===== config.mk =====
export PLATFORM = sky130hd
export DESIGN_NAME = bitslice_alu
export DESIGN_NICKNAME = d
export VERILOG_FILES = /design/src/rtl/alu4_pkg.sv /design/src/rtl/alu_operand_prep.sv /design/src/rtl/alu_carry_chain.sv /design/src/rtl/alu_logic_unit.sv /design/src/rtl/bitslice_alu.sv
export SDC_FILE = /design/constraint.sdc
export NUM_CORES = 1
export LEC_CHECK = 0
export ABC_AREA = 0
export BUFFER_PORTS_ARGS = -buffer_cell sky130_fd_sc_hd__buf_2
export CAP_MARGIN = 20
export CELL_PAD_IN_SITES_DETAIL_PLACEMENT = 0
export CELL_PAD_IN_SITES_GLOBAL_PLACEMENT = 1
export CORE_UTILIZATION = 45
export DETAILED_ROUTE_END_ITERATION = 10
export PLACE_DENSITY_LB_ADDON = 0.1
export SYNTH_ARGS = -nofsm -noshare
export SYNTH_HDL_FRONTEND = slang
export SYNTH_SLANG_ARGS = --single-unit

===== constraint.sdc =====
create_clock -name vclk -period 4.38
set_input_delay 0.219 -clock vclk [all_inputs]
set_output_delay 0.219 -clock vclk [all_outputs]
set_load 0.1 [all_outputs]

===== src/rtl/alu4_pkg.sv =====
package alu4_pkg;
  localparam int unsigned OP_W = 3;

  typedef enum logic [OP_W-1:0] {
    OP_ADD   = 3'b000,
    OP_SUBSR = 3'b001,
    OP_SUBRS = 3'b010,
    OP_OR    = 3'b011,
    OP_AND   = 3'b100,
    OP_NRAND = 3'b101,
    OP_XOR   = 3'b110,
    OP_XNOR  = 3'b111
  } alu_op_e;

  function automatic logic op_is_arith(input logic [OP_W-1:0] code);
    return (code == OP_ADD) || (code == OP_SUBSR) || (code == OP_SUBRS);
  endfunction
endpackage


===== src/rtl/alu_operand_prep.sv =====
module alu_operand_prep
  import alu4_pkg::*;
#(
  parameter int unsigned W = 4
) (
  input  logic [W-1:0]    in_r,
  input  logic [W-1:0]    in_s,
  input  logic [OP_W-1:0] code,
  output logic [W-1:0]    add_a,
  output logic [W-1:0]    add_b
);
  logic inv_r;
  logic inv_s;

  assign inv_r = (code == OP_SUBSR);
  assign inv_s = (code == OP_SUBRS);

  for (genvar i = 0; i < W; i++) begin : g_bit
    assign add_a[i] = in_r[i] ^ inv_r;
    assign add_b[i] = in_s[i] ^ inv_s;
  end
endmodule


===== src/rtl/alu_carry_chain.sv =====
module alu_carry_chain #(
  parameter int unsigned W = 4
) (
  input  logic [W-1:0] add_a,
  input  logic [W-1:0] add_b,
  input  logic         cin,
  output logic [W-1:0] sum,
  output logic         cout,
  output logic         ovf,
  output logic         gp,
  output logic         gg
);
  logic [W-1:0] bit_p;
  logic [W-1:0] bit_g;
  logic [W-1:0] bit_x;
  logic [W:0]   carry;
  logic [W:0]   grp_p_acc;
  logic [W:0]   grp_g_acc;

  for (genvar i = 0; i < W; i++) begin : g_pg
    assign bit_p[i] = add_a[i] | add_b[i];
    assign bit_g[i] = add_a[i] & add_b[i];
    assign bit_x[i] = add_a[i] ^ add_b[i];
  end

  // Each carry is computed from the carry input in look-ahead form.
  assign carry[0] = cin;
  for (genvar i = 0; i < W; i++) begin : g_carry
    logic [i+1:0] terms;
    assign terms[0] = bit_g[i];
    for (genvar j = 0; j < i; j++) begin : g_term
      assign terms[j+1] = bit_g[j] & (&bit_p[i:j+1]);
    end
    assign terms[i+1] = cin & (&bit_p[i:0]);
    assign carry[i+1] = |terms;
  end

  for (genvar i = 0; i < W; i++) begin : g_sum
    assign sum[i] = bit_x[i] ^ carry[i];
  end

  // The group terms are folded from the low bit upwards.
  assign grp_p_acc[0] = 1'b1;
  assign grp_g_acc[0] = 1'b0;
  for (genvar i = 0; i < W; i++) begin : g_group
    assign grp_p_acc[i+1] = grp_p_acc[i] & bit_p[i];
    assign grp_g_acc[i+1] = bit_g[i] | (bit_p[i] & grp_g_acc[i]);
  end

  assign gp   = grp_p_acc[W];
  assign gg   = grp_g_acc[W];
  assign cout = carry[W];
  assign ovf  = carry[W] ^ carry[W-1];
endmodule


===== src/rtl/alu_logic_unit.sv =====
module alu_logic_unit
  import alu4_pkg::*;
#(
  parameter int unsigned W = 4
) (
  input  logic [W-1:0]    in_r,
  input  logic [W-1:0]    in_s,
  input  logic [OP_W-1:0] code,
  output logic [W-1:0]    lres
);
  always_comb begin
    unique case (alu_op_e'(code))
      OP_OR:    lres = in_r | in_s;
      OP_AND:   lres = in_r & in_s;
      OP_NRAND: lres = ~in_r & in_s;
      OP_XOR:   lres = in_r ^ in_s;
      OP_XNOR:  lres = ~(in_r ^ in_s);
      default:  lres = '0;
    endcase
  end
endmodule


===== src/rtl/bitslice_alu.sv =====
module bitslice_alu
  import alu4_pkg::*;
#(
  parameter int unsigned WIDTH = 4
) (
  input  logic [WIDTH-1:0] opnd_r,
  input  logic [WIDTH-1:0] opnd_s,
  input  logic             carry_in,
  input  logic [OP_W-1:0]  op_sel,
  output logic [WIDTH-1:0] result,
  output logic             carry_out,
  output logic             overflow,
  output logic             grp_prop,
  output logic             grp_gen
);
  logic [WIDTH-1:0] add_a;
  logic [WIDTH-1:0] add_b;
  logic [WIDTH-1:0] sum_w;
  logic [WIDTH-1:0] logic_w;
  logic             cout_w;
  logic             ovf_w;
  logic             arith;

  assign arith = op_is_arith(op_sel);

  alu_operand_prep #(.W(WIDTH)) u_prep (
    .in_r  (opnd_r),
    .in_s  (opnd_s),
    .code  (op_sel),
    .add_a (add_a),
    .add_b (add_b)
  );

  alu_carry_chain #(.W(WIDTH)) u_chain (
    .add_a (add_a),
    .add_b (add_b),
    .cin   (carry_in),
    .sum   (sum_w),
    .cout  (cout_w),
    .ovf   (ovf_w),
    .gp    (grp_prop),
    .gg    (grp_gen)
  );

  alu_logic_unit #(.W(WIDTH)) u_logic (
    .in_r  (opnd_r),
    .in_s  (opnd_s),
    .code  (op_sel),
    .lres  (logic_w)
  );

  assign result    = arith ? sum_w : logic_w;
  assign carry_out = arith & cout_w;
  assign overflow  = arith & ovf_w;
endmodule


==> flow_metrics.tcl, run 1 <==
set metrics [dict create \
    viasPerCell 4.829 \
    setup_violations 0 \
    yosys.area.top_type "ha_1" \
    grt_start_max_net_pins 20 \
    cap_violations 0 \
    max-vdd-ir-drop_mv 0.1218 \
    p_per_area_nw_per_um2 219.6 \
    drv_slew 0 \
    synthCells 106 \
    layout-drive-gt1-share 0.3058 \
    finalCritPeriodShare 0.6542 \
    routedWlPerCell_um 10.05 \
    gr-usage-all-layers 0.1602 \
    vias 705 \
    tightest_slew_ps 484.0 \
    rsz0062_at_grt "no" \
    ys_warn_count 0 \
    crit_slowest_cell "and3_1" \
    netlist_area_sq_um 835.8 \
    ant_nets 0 \
    path_common_cell "buf_2" \
    numPortBuffers 20 \
    p_leak_nw 0.4637 \
    grt_pass1_wl_um 2518 \
    nets 148 \
    die_area_sq_um 2034 \
    core_area_sq_um 1727 \
    rows 15 \
    fin_tns_setup_ps 0 \
    critical_path_required_ps 4160 \
    path_max_fanout 19 \
    grt-ovfl-total 0 \
    crit_type "input port to output pin" \
    mostFrequentLayoutCell "buf_2" \
    cp_slowest_stage_delay_ps 490 \
    post_cts_buffers 0 \
    period_needed_ps 2865 \
    startpoint "op_sel[0]" \
    io_pins 20 \
    timing.hold.ws_ps 1098 \
    antenna_found_initial 0 \
    path_cells "buf_2 -> and3_1 -> xnor2_2 -> inv_1 -> ha_1 -> nor2b_4 -> o211ai_2 -> a211o_1 -> a21boi_1 -> buf_2" \
    ctsHoldBuffers 0 \
    synth_top_area_frac 0.1796 \
    die_h_um 45.10 \
    hp-class "input port to output pin" \
    drc 0 \
    multi_input_area_sq_um 686.9 \
    syn-mean-instance-area_sq_um 7.885 \
    status "completed" \
    dpl.hpwl_um 1262 \
    fmaxAchievable_ghz 0.3490 \
    hold_viol 0 \
    floorplan.initialDensity 0.4841 \
    synth_area_leaders "ha_1 (18%), inv_1 (8.5%), xnor2_1 (7.3%)" \
    max_slew_margin 0.6796 \
    antenna_cells 0 \
    synth.net_count 131 \
    cts_resized 0 \
    crit_path_end_kind "output pin" \
    layout_common_cells "buf_2 (20), inv_1 (19), ha_1 (12), xnor2_1 (7), nand2_1 (7)" \
    drtIter0Drc 11 \
    arrival_ps 2650 \
    wl_um 1467 \
    ys_seq_area_frac 0 \
    fillers 192 \
    die_x_um 45.10 \
    place_congestion 0.7630 \
    synth_cell_types 39 \
    regArea_sq_um 0 \
    area_delta_synth_final_pct 8.234 \
    hold_start "op_sel[2]" \
    clkbuf_count 0 \
    start_kind "input port" \
    first_global_vias 577 \
    drt_first_pass_iters 4 \
    seq_cell_count 0 \
]
-- power by group --
part | switching, mW | internal, mW | total (mW)
Clock | 0 | 0 | 0
Combinational | 0.143 | 0.0556 | 0.199
Sequential | 0 | 0 | 0
-- kinds of logic (layout without fill, tap and decap cells) --
| group | after synthesis | count (layout) | synth area share |
|---|---|---|---|
| AO/OA/AOI/OAI | 25 | 25 | 0.2081 |
| XOR/XNOR | 16 | 16 | 0.2171 |
| adder cells (fa/ha/maj) | 13 | 13 | 0.2036 |
| buffers and inverters | 28 | 43 | 0.1781 |
| multiplexers | 1 | 1 | 0.01198 |
| AND/OR/NAND/NOR | 23 | 23 | 0.1812 |
-- final timing paths --
kind | endpoint | slack [ps] | cells after the start
max | overflow | 1510 | 10
min | result[1] | 1100 | 3
-- cell usage after synthesis (all sizes together) (2+ instances only) --
master   n
inv     23
nor3     2
nor4     2
a21oi    7
xor2     5
o21ai    5
nand3    3
nand2    7
a31oi    4
nor2b    2
xnor2   11
ha      12
nor2     2
a31o     2
buf      4
-- stage by stage --
step	setup slack (ps)	util	total power, mW	cells	instance area [sq um]
3_3_place_gp	1541	0.5239	0.1980	146	904.6
3_5_place_dp	1494	0.5239	0.1989	146	904.6
6_report	1515	0.5239	0.1987	146	904.6
5_1_grt	1344	0.5239	0.2135	146	904.6
2_1_floorplan	111.4	-	0.1732	106	835.8
4_1_cts	1493	0.5239	0.1996	146	904.6
-- layer usage --
layer / vias up / global-route usage / routed length [um]
li1: 383 / - / -
met1: 307 / 0.2415 / 762
met2: 15 / 0.2725 / 669
met3: 0 / 0 / 36
met4: 0 / 0 / 0
met5: - / 0 / 0
-- layout make-up --
cell class / instances / share of cell area
inverters: 23 / 0.09544
multi-input cells: 78 / 0.7593
well taps: 25 / 0.03458
repair buffers: 20 / 0.1107
-- worst max-delay path, delay by kind of cell --
| kind | cells | cell delay, ps |
|---|---|---|
| adder cells (fa/ha/maj) | 1 | 240 |
| AND/OR/NAND/NOR | 2 | 630 |
| buffers and inverters | 3 | 870 |
| XOR/XNOR | 1 | 170 |
| AO/OA/AOI/OAI | 3 | 520 |
Power figures use the tool's default switching activity.
==> run 2: changes to the inputs <==
ABC_AREA = 1   (was 0)
CORE_UTILIZATION = 33   (was 45)
clock period = 2.3 ns   (was 4.38 ns; I/O delays follow)
==> flow_metrics.tcl, run 2 <==
set metrics [dict create \
    worst-path-buf-inv 4 \
    netlist_area_sq_um 661.9 \
    clkbuf_count 0 \
    die_h_um 46.79 \
    area_delta_synth_final_pct 37.81 \
    nets 158 \
    rows 15 \
    die_x_um 46.79 \
    drt_first_pass_iters 4 \
    hp-class "input port to output pin" \
    path_cells "buf_2 -> inv_2 -> nand3_2 -> xor2_1 -> ha_1 -> inv_1 -> nand2_1 -> nand2_1 -> nand2_1 -> nand3_1 -> o21ai_0 -> nor2_1 -> buf_12" \
    ys_warn_count 0 \
    p_leak_nw 0.5165 \
    synth_cell_types 24 \
    routedWlPerCell_um 9.718 \
    layout-drive-gt1-share 0.2443 \
    startpoint "op_sel[0]" \
    rsz0062_at_grt "no" \
    ys_seq_area_frac 0 \
    vias 706 \
    busiest_layer "met2" \
    grt_pass1_wl_um 2697 \
    grt_start_max_net_pins 9 \
    drc 0 \
    place_congestion 0.7687 \
    status "completed" \
    grt-ovfl-total 0 \
    seq_cell_count 0 \
    fmaxAchievable_ghz 0.4905 \
    path_max_fanout 8 \
    gr-usage-all-layers 0.1631 \
    hold_start "opnd_s[1]" \
    antenna_cells 0 \
    floorplan.initialDensity 0.3674 \
    critical_path.top_delay_family "simple AND/OR/NAND/NOR gates" \
    core_area_sq_um 1802 \
    dp.cells 156 \
    arrival_ps 1920 \
    layout_common_cells "inv_1 (26), nand2_1 (21), buf_2 (14), nor2_1 (12), ha_1 (12)" \
    synth_area_leaders "ha_1 (23%), inv_1 (15%), nand2_1 (12%)" \
    setup_violations 0 \
    finalCritPeriodShare 0.8864 \
    mostFrequentLayoutCell "inv_1" \
    crit_slowest_cell "xor2_1" \
    fin_tns_setup_ps 0 \
    synth.net_count 137 \
    max_slew_margin 0.6800 \
    first_global_vias 654 \
    crit_path_end_kind "output pin" \
    grtUsageMet3 0 \
    numPortBuffers 20 \
    yosys.area.top_type "ha_1" \
    max-vdd-ir-drop_mv 0.2909 \
    finalCoreUtilization 0.5063 \
    viasPerCell 4.526 \
    cap_violations 0 \
    synthCells 112 \
    die_area_sq_um 2189 \
    antenna_found_initial 0 \
    io_pins 20 \
    p_per_area_nw_per_um2 485.0 \
    tightest_slew_ps 483.3 \
    wl_um 1516 \
    hold_viol 0 \
    grtUsageMet1 0.2235 \
    path_common_cell "nand2_1" \
    fin_cells 156 \
    timing.hold.ws_ps 759.1 \
    period_needed_ps 2039 \
    fillers 203 \
    drtIter0Drc 13 \
    critical_path_required_ps 2180 \
    grt_use_met2 0.3056 \
    cp_slowest_stage_delay_ps 260 \
    dpl.hpwl_um 1394 \
    crit_type "input port to output pin" \
    syn-mean-instance-area_sq_um 5.910 \
    regArea_sq_um 0 \
    synthTopCellsByCount "inv_1 (26), nand2_1 (21), ha_1 (12), nor2_1 (12), xor2_1 (8)" \
    synth_top_area_frac 0.2268 \
    ant_nets 0 \
    synth_most_common_cell "inv_1" \
    start_kind "input port" \
    drv_slew 0 \
]
## run 2: changes by cell type after synthesis, moves of 3 or more
| cell | change |
|---|---|
| nor2_1 | +10 |
| nand2_1 | +14 |
| xor2_1 | +3 |
| a21oi_1 | -5 |
| a31oi_1 | -3 |
| buf_6 | -3 |
| xnor2_1 | -5 |
| inv_1 | +7 |
| xnor2_2 | -3 |
## run 2: stage by stage
| stage | setup slack [ps] | power (mW) | area, sq um |
|---|---|---|---|
| 2_1_floorplan | -359.5 | 0.3152 | 683.2 |
| 3_3_place_gp | 231.6 | 0.4405 | 897.1 |
| 3_5_place_dp | 207.0 | 0.4440 | 897.1 |
| 4_1_cts | 209.6 | 0.4448 | 897.1 |
| 5_1_grt | 25.78 | 0.4765 | 912.1 |
| 6_report | 261.3 | 0.4424 | 912.1 |
## run 2: final timing paths
kind | endpoint | slack [ps] | depth (start not counted)
max | carry_out | 260 | 13
min | result[1] | 760 | 4
## run 2: power breakdown
| group | total (mW) | internal, mW | switching [mW] |
|---|---|---|---|
| registers | 0 | 0 | 0 |
| logic | 0.442 | 0.144 | 0.298 |
| clock network | 0 | 0 | 0 |
## run 2: logic make-up after synthesis
logic type,after synthesis,synth area share
XOR/XNOR,10,0.1323
buffers and inverters,29,0.1701
AND/OR/NAND/NOR,46,0.3119
adder cells (fa/ha/maj),13,0.2571
AO/OA/AOI/OAI,14,0.1286
## run 2: timing repair
item,in CTS,in global routing
hold buffers,0,0
hold endpoints to repair,0,0
setup buffers,0,0
setup endpoints to repair,0,2
resized for setup,0,2
## run 2: layer usage
| metal | up-vias | wire length (um) |
|---|---|---|
| met5 | - | 0 |
| met4 | 0 | 0 |
| met3 | 0 | 34 |
| met2 | 15 | 744 |
| met1 | 304 | 738 |
| li1 | 387 | - |
## run 2: area by class of cell
class | count | area [sq um] | share of cell area
Tap cell | 25 | 31.28 | 0.03429
Inverter | 28 | 105.1 | 0.1152
Multi-Input combinational cell | 83 | 585.6 | 0.6420
Timing Repair Buffer | 20 | 190.2 | 0.2085
## run 2: worst min-delay path, delay by kind of cell
| family | cells | cell delay (ps) |
|---|---|---|
| AND/OR/NAND/NOR | 1 | 110 |
| AO/OA/AOI/OAI | 1 | 120 |
| buffers and inverters | 2 | 300 |
==> run 3: changes to the inputs <==
CELL_PAD_IN_SITES_DETAIL_PLACEMENT = default   (was 0)
CELL_PAD_IN_SITES_GLOBAL_PLACEMENT = default   (was 1)
CORE_UTILIZATION = 50   (was 33)
PLACE_DENSITY_LB_ADDON = 0.3   (was 0.1)
==> flow_metrics.tcl, run 3 (same netlist as run 2, synthesis figures left out) <==
set metrics [dict create \
    gr-usage-all-layers 0.2072 \
    rows 12 \
    routedWlPerCell_um 9.952 \
    drc 0 \
    regArea_sq_um 0 \
    grt_start_max_net_pins 9 \
    path_max_fanout 6 \
    fmaxAchievable_ghz 0.4850 \
    critical_path.top_delay_family "simple AND/OR/NAND/NOR gates" \
    core_area_sq_um 1171 \
    grt_pass1_wl_um 2263 \
    min_to "result[1]" \
    antenna_cells 0 \
    hp-class "input port to output pin" \
    crit_type "input port to output pin" \
    drv_slew 0 \
    max-vdd-ir-drop_mv 0.4550 \
    arrival_ps 1950 \
    dp.cells 145 \
    grt-ovfl-total 0 \
    area_delta_synth_final_pct 34.22 \
    status "completed" \
    min_path_cells 4 \
    vias 698 \
    max_slew_margin 0.6811 \
    first_global_vias 577 \
    cp_slowest_stage_delay_ps 290 \
    path_common_cell "nor2_1" \
    finalCoreUtilization 0.7585 \
    nets 158 \
    drt_first_pass_iters 1 \
    cap_violations 0 \
    hold_start "opnd_s[1]" \
    post_cts_buffers 0 \
    io_pins 20 \
    p_per_area_nw_per_um2 490.5 \
    drtIter0Drc 0 \
    fin_cells 145 \
    floorplan.initialDensity 0.5652 \
    crit_slowest_cell "buf_4" \
    fillers 99 \
    hold_viol 0 \
    viasPerCell 4.814 \
    clkbuf_count 0 \
    layout-drive-gt1-share 0.2443 \
    seq_cell_count 0 \
    setup_violations 0 \
    multi_input_area_sq_um 596.8 \
    critical_path_required_ps 2180 \
    die_h_um 38.39 \
    pre_cts_ws_ps 112.4 \
    mostFrequentLayoutCell "inv_1" \
    place_congestion 0.8088 \
    die_x_um 38.39 \
    ant_nets 0 \
    tightest_slew_ps 481.7 \
    crit_path_end_kind "output pin" \
    fin_ws_ps 237.9 \
    layout_common_cells "inv_1 (26), nand2_1 (21), buf_2 (14), nor2_1 (12), ha_1 (12)" \
    dpl.hpwl_um 1294 \
    die_area_sq_um 1473 \
    finalCritPeriodShare 0.8965 \
    wl_um 1443 \
    p_leak_nw 0.5123 \
    path_cells "buf_2 -> nor2_1 -> nand2_2 -> xor2_1 -> inv_1 -> ha_1 -> nor2_1 -> nand3_1 -> nand3_1 -> o21ai_0 -> nor2_1 -> buf_4" \
    period_needed_ps 2062 \
    antenna_found_initial 0 \
    numPortBuffers 20 \
    worst-path-buf-inv 3 \
    start_kind "input port" \
]
==> run 3: layer usage <==
| metal | vias up | wire, um | global-route usage |
|---|---|---|---|
| met2 | 13 | 750 | 0.4280 |
| met5 | - | 0 | 0 |
| li1 | 387 | - | - |
| met3 | 0 | 27 | 0 |
| met1 | 298 | 664 | 0.2474 |
| met4 | 0 | 0 | 0 |
==> run 3: repair_timing <==
item,CTS,global route
hold buffers,0,0
setup endpoints to repair,0,2
resized for setup,0,8
==> run 3: through the flow <==
stage | TNS (ps) | total power, mW | hold slack [ps] | instance area [sq um]
after global routing | -2.610 | 0.4619 | 786.0 | 888.4
final | 0 | 0.4357 | 748.2 | 888.4
after detailed placement | 0 | 0.4268 | 752.5 | 853.3
after global placement | 0 | 0.4211 | 748.5 | 853.3
after floorplan | -712.7 | 0.3152 | 776.0 | 683.2
after CTS | 0 | 0.4281 | 757.8 | 853.3
==> run 3: final cells by class <==
type                       instances  area share
timing repair buffer              20      0.1901
multi-input combinational         83      0.6718
tap                               14     0.01972
inverter                          28      0.1183
==> run 3: power by group <==
part           leakage, nW  internal [mW]  total, mW  switching [mW]
sequential               0              0          0               0
combinational        0.512          0.137      0.436           0.299
clock                    0              0          0               0
total                0.512          0.137      0.436           0.299
==> run 3: worst max-delay path by stage <==
stage | startpoint | to | slack, ps | cells after the start
2_1_floorplan | op_sel[0] | overflow | -360 | 11
3_3_place_gp | op_sel[1] | carry_out | 240 | 12
3_5_place_dp | op_sel[1] | carry_out | 110 | 13
4_1_cts | op_sel[1] | carry_out | 120 | 13
5_1_grt | op_sel[1] | overflow | -3 | 14
6_report | op_sel[1] | overflow | 240 | 12
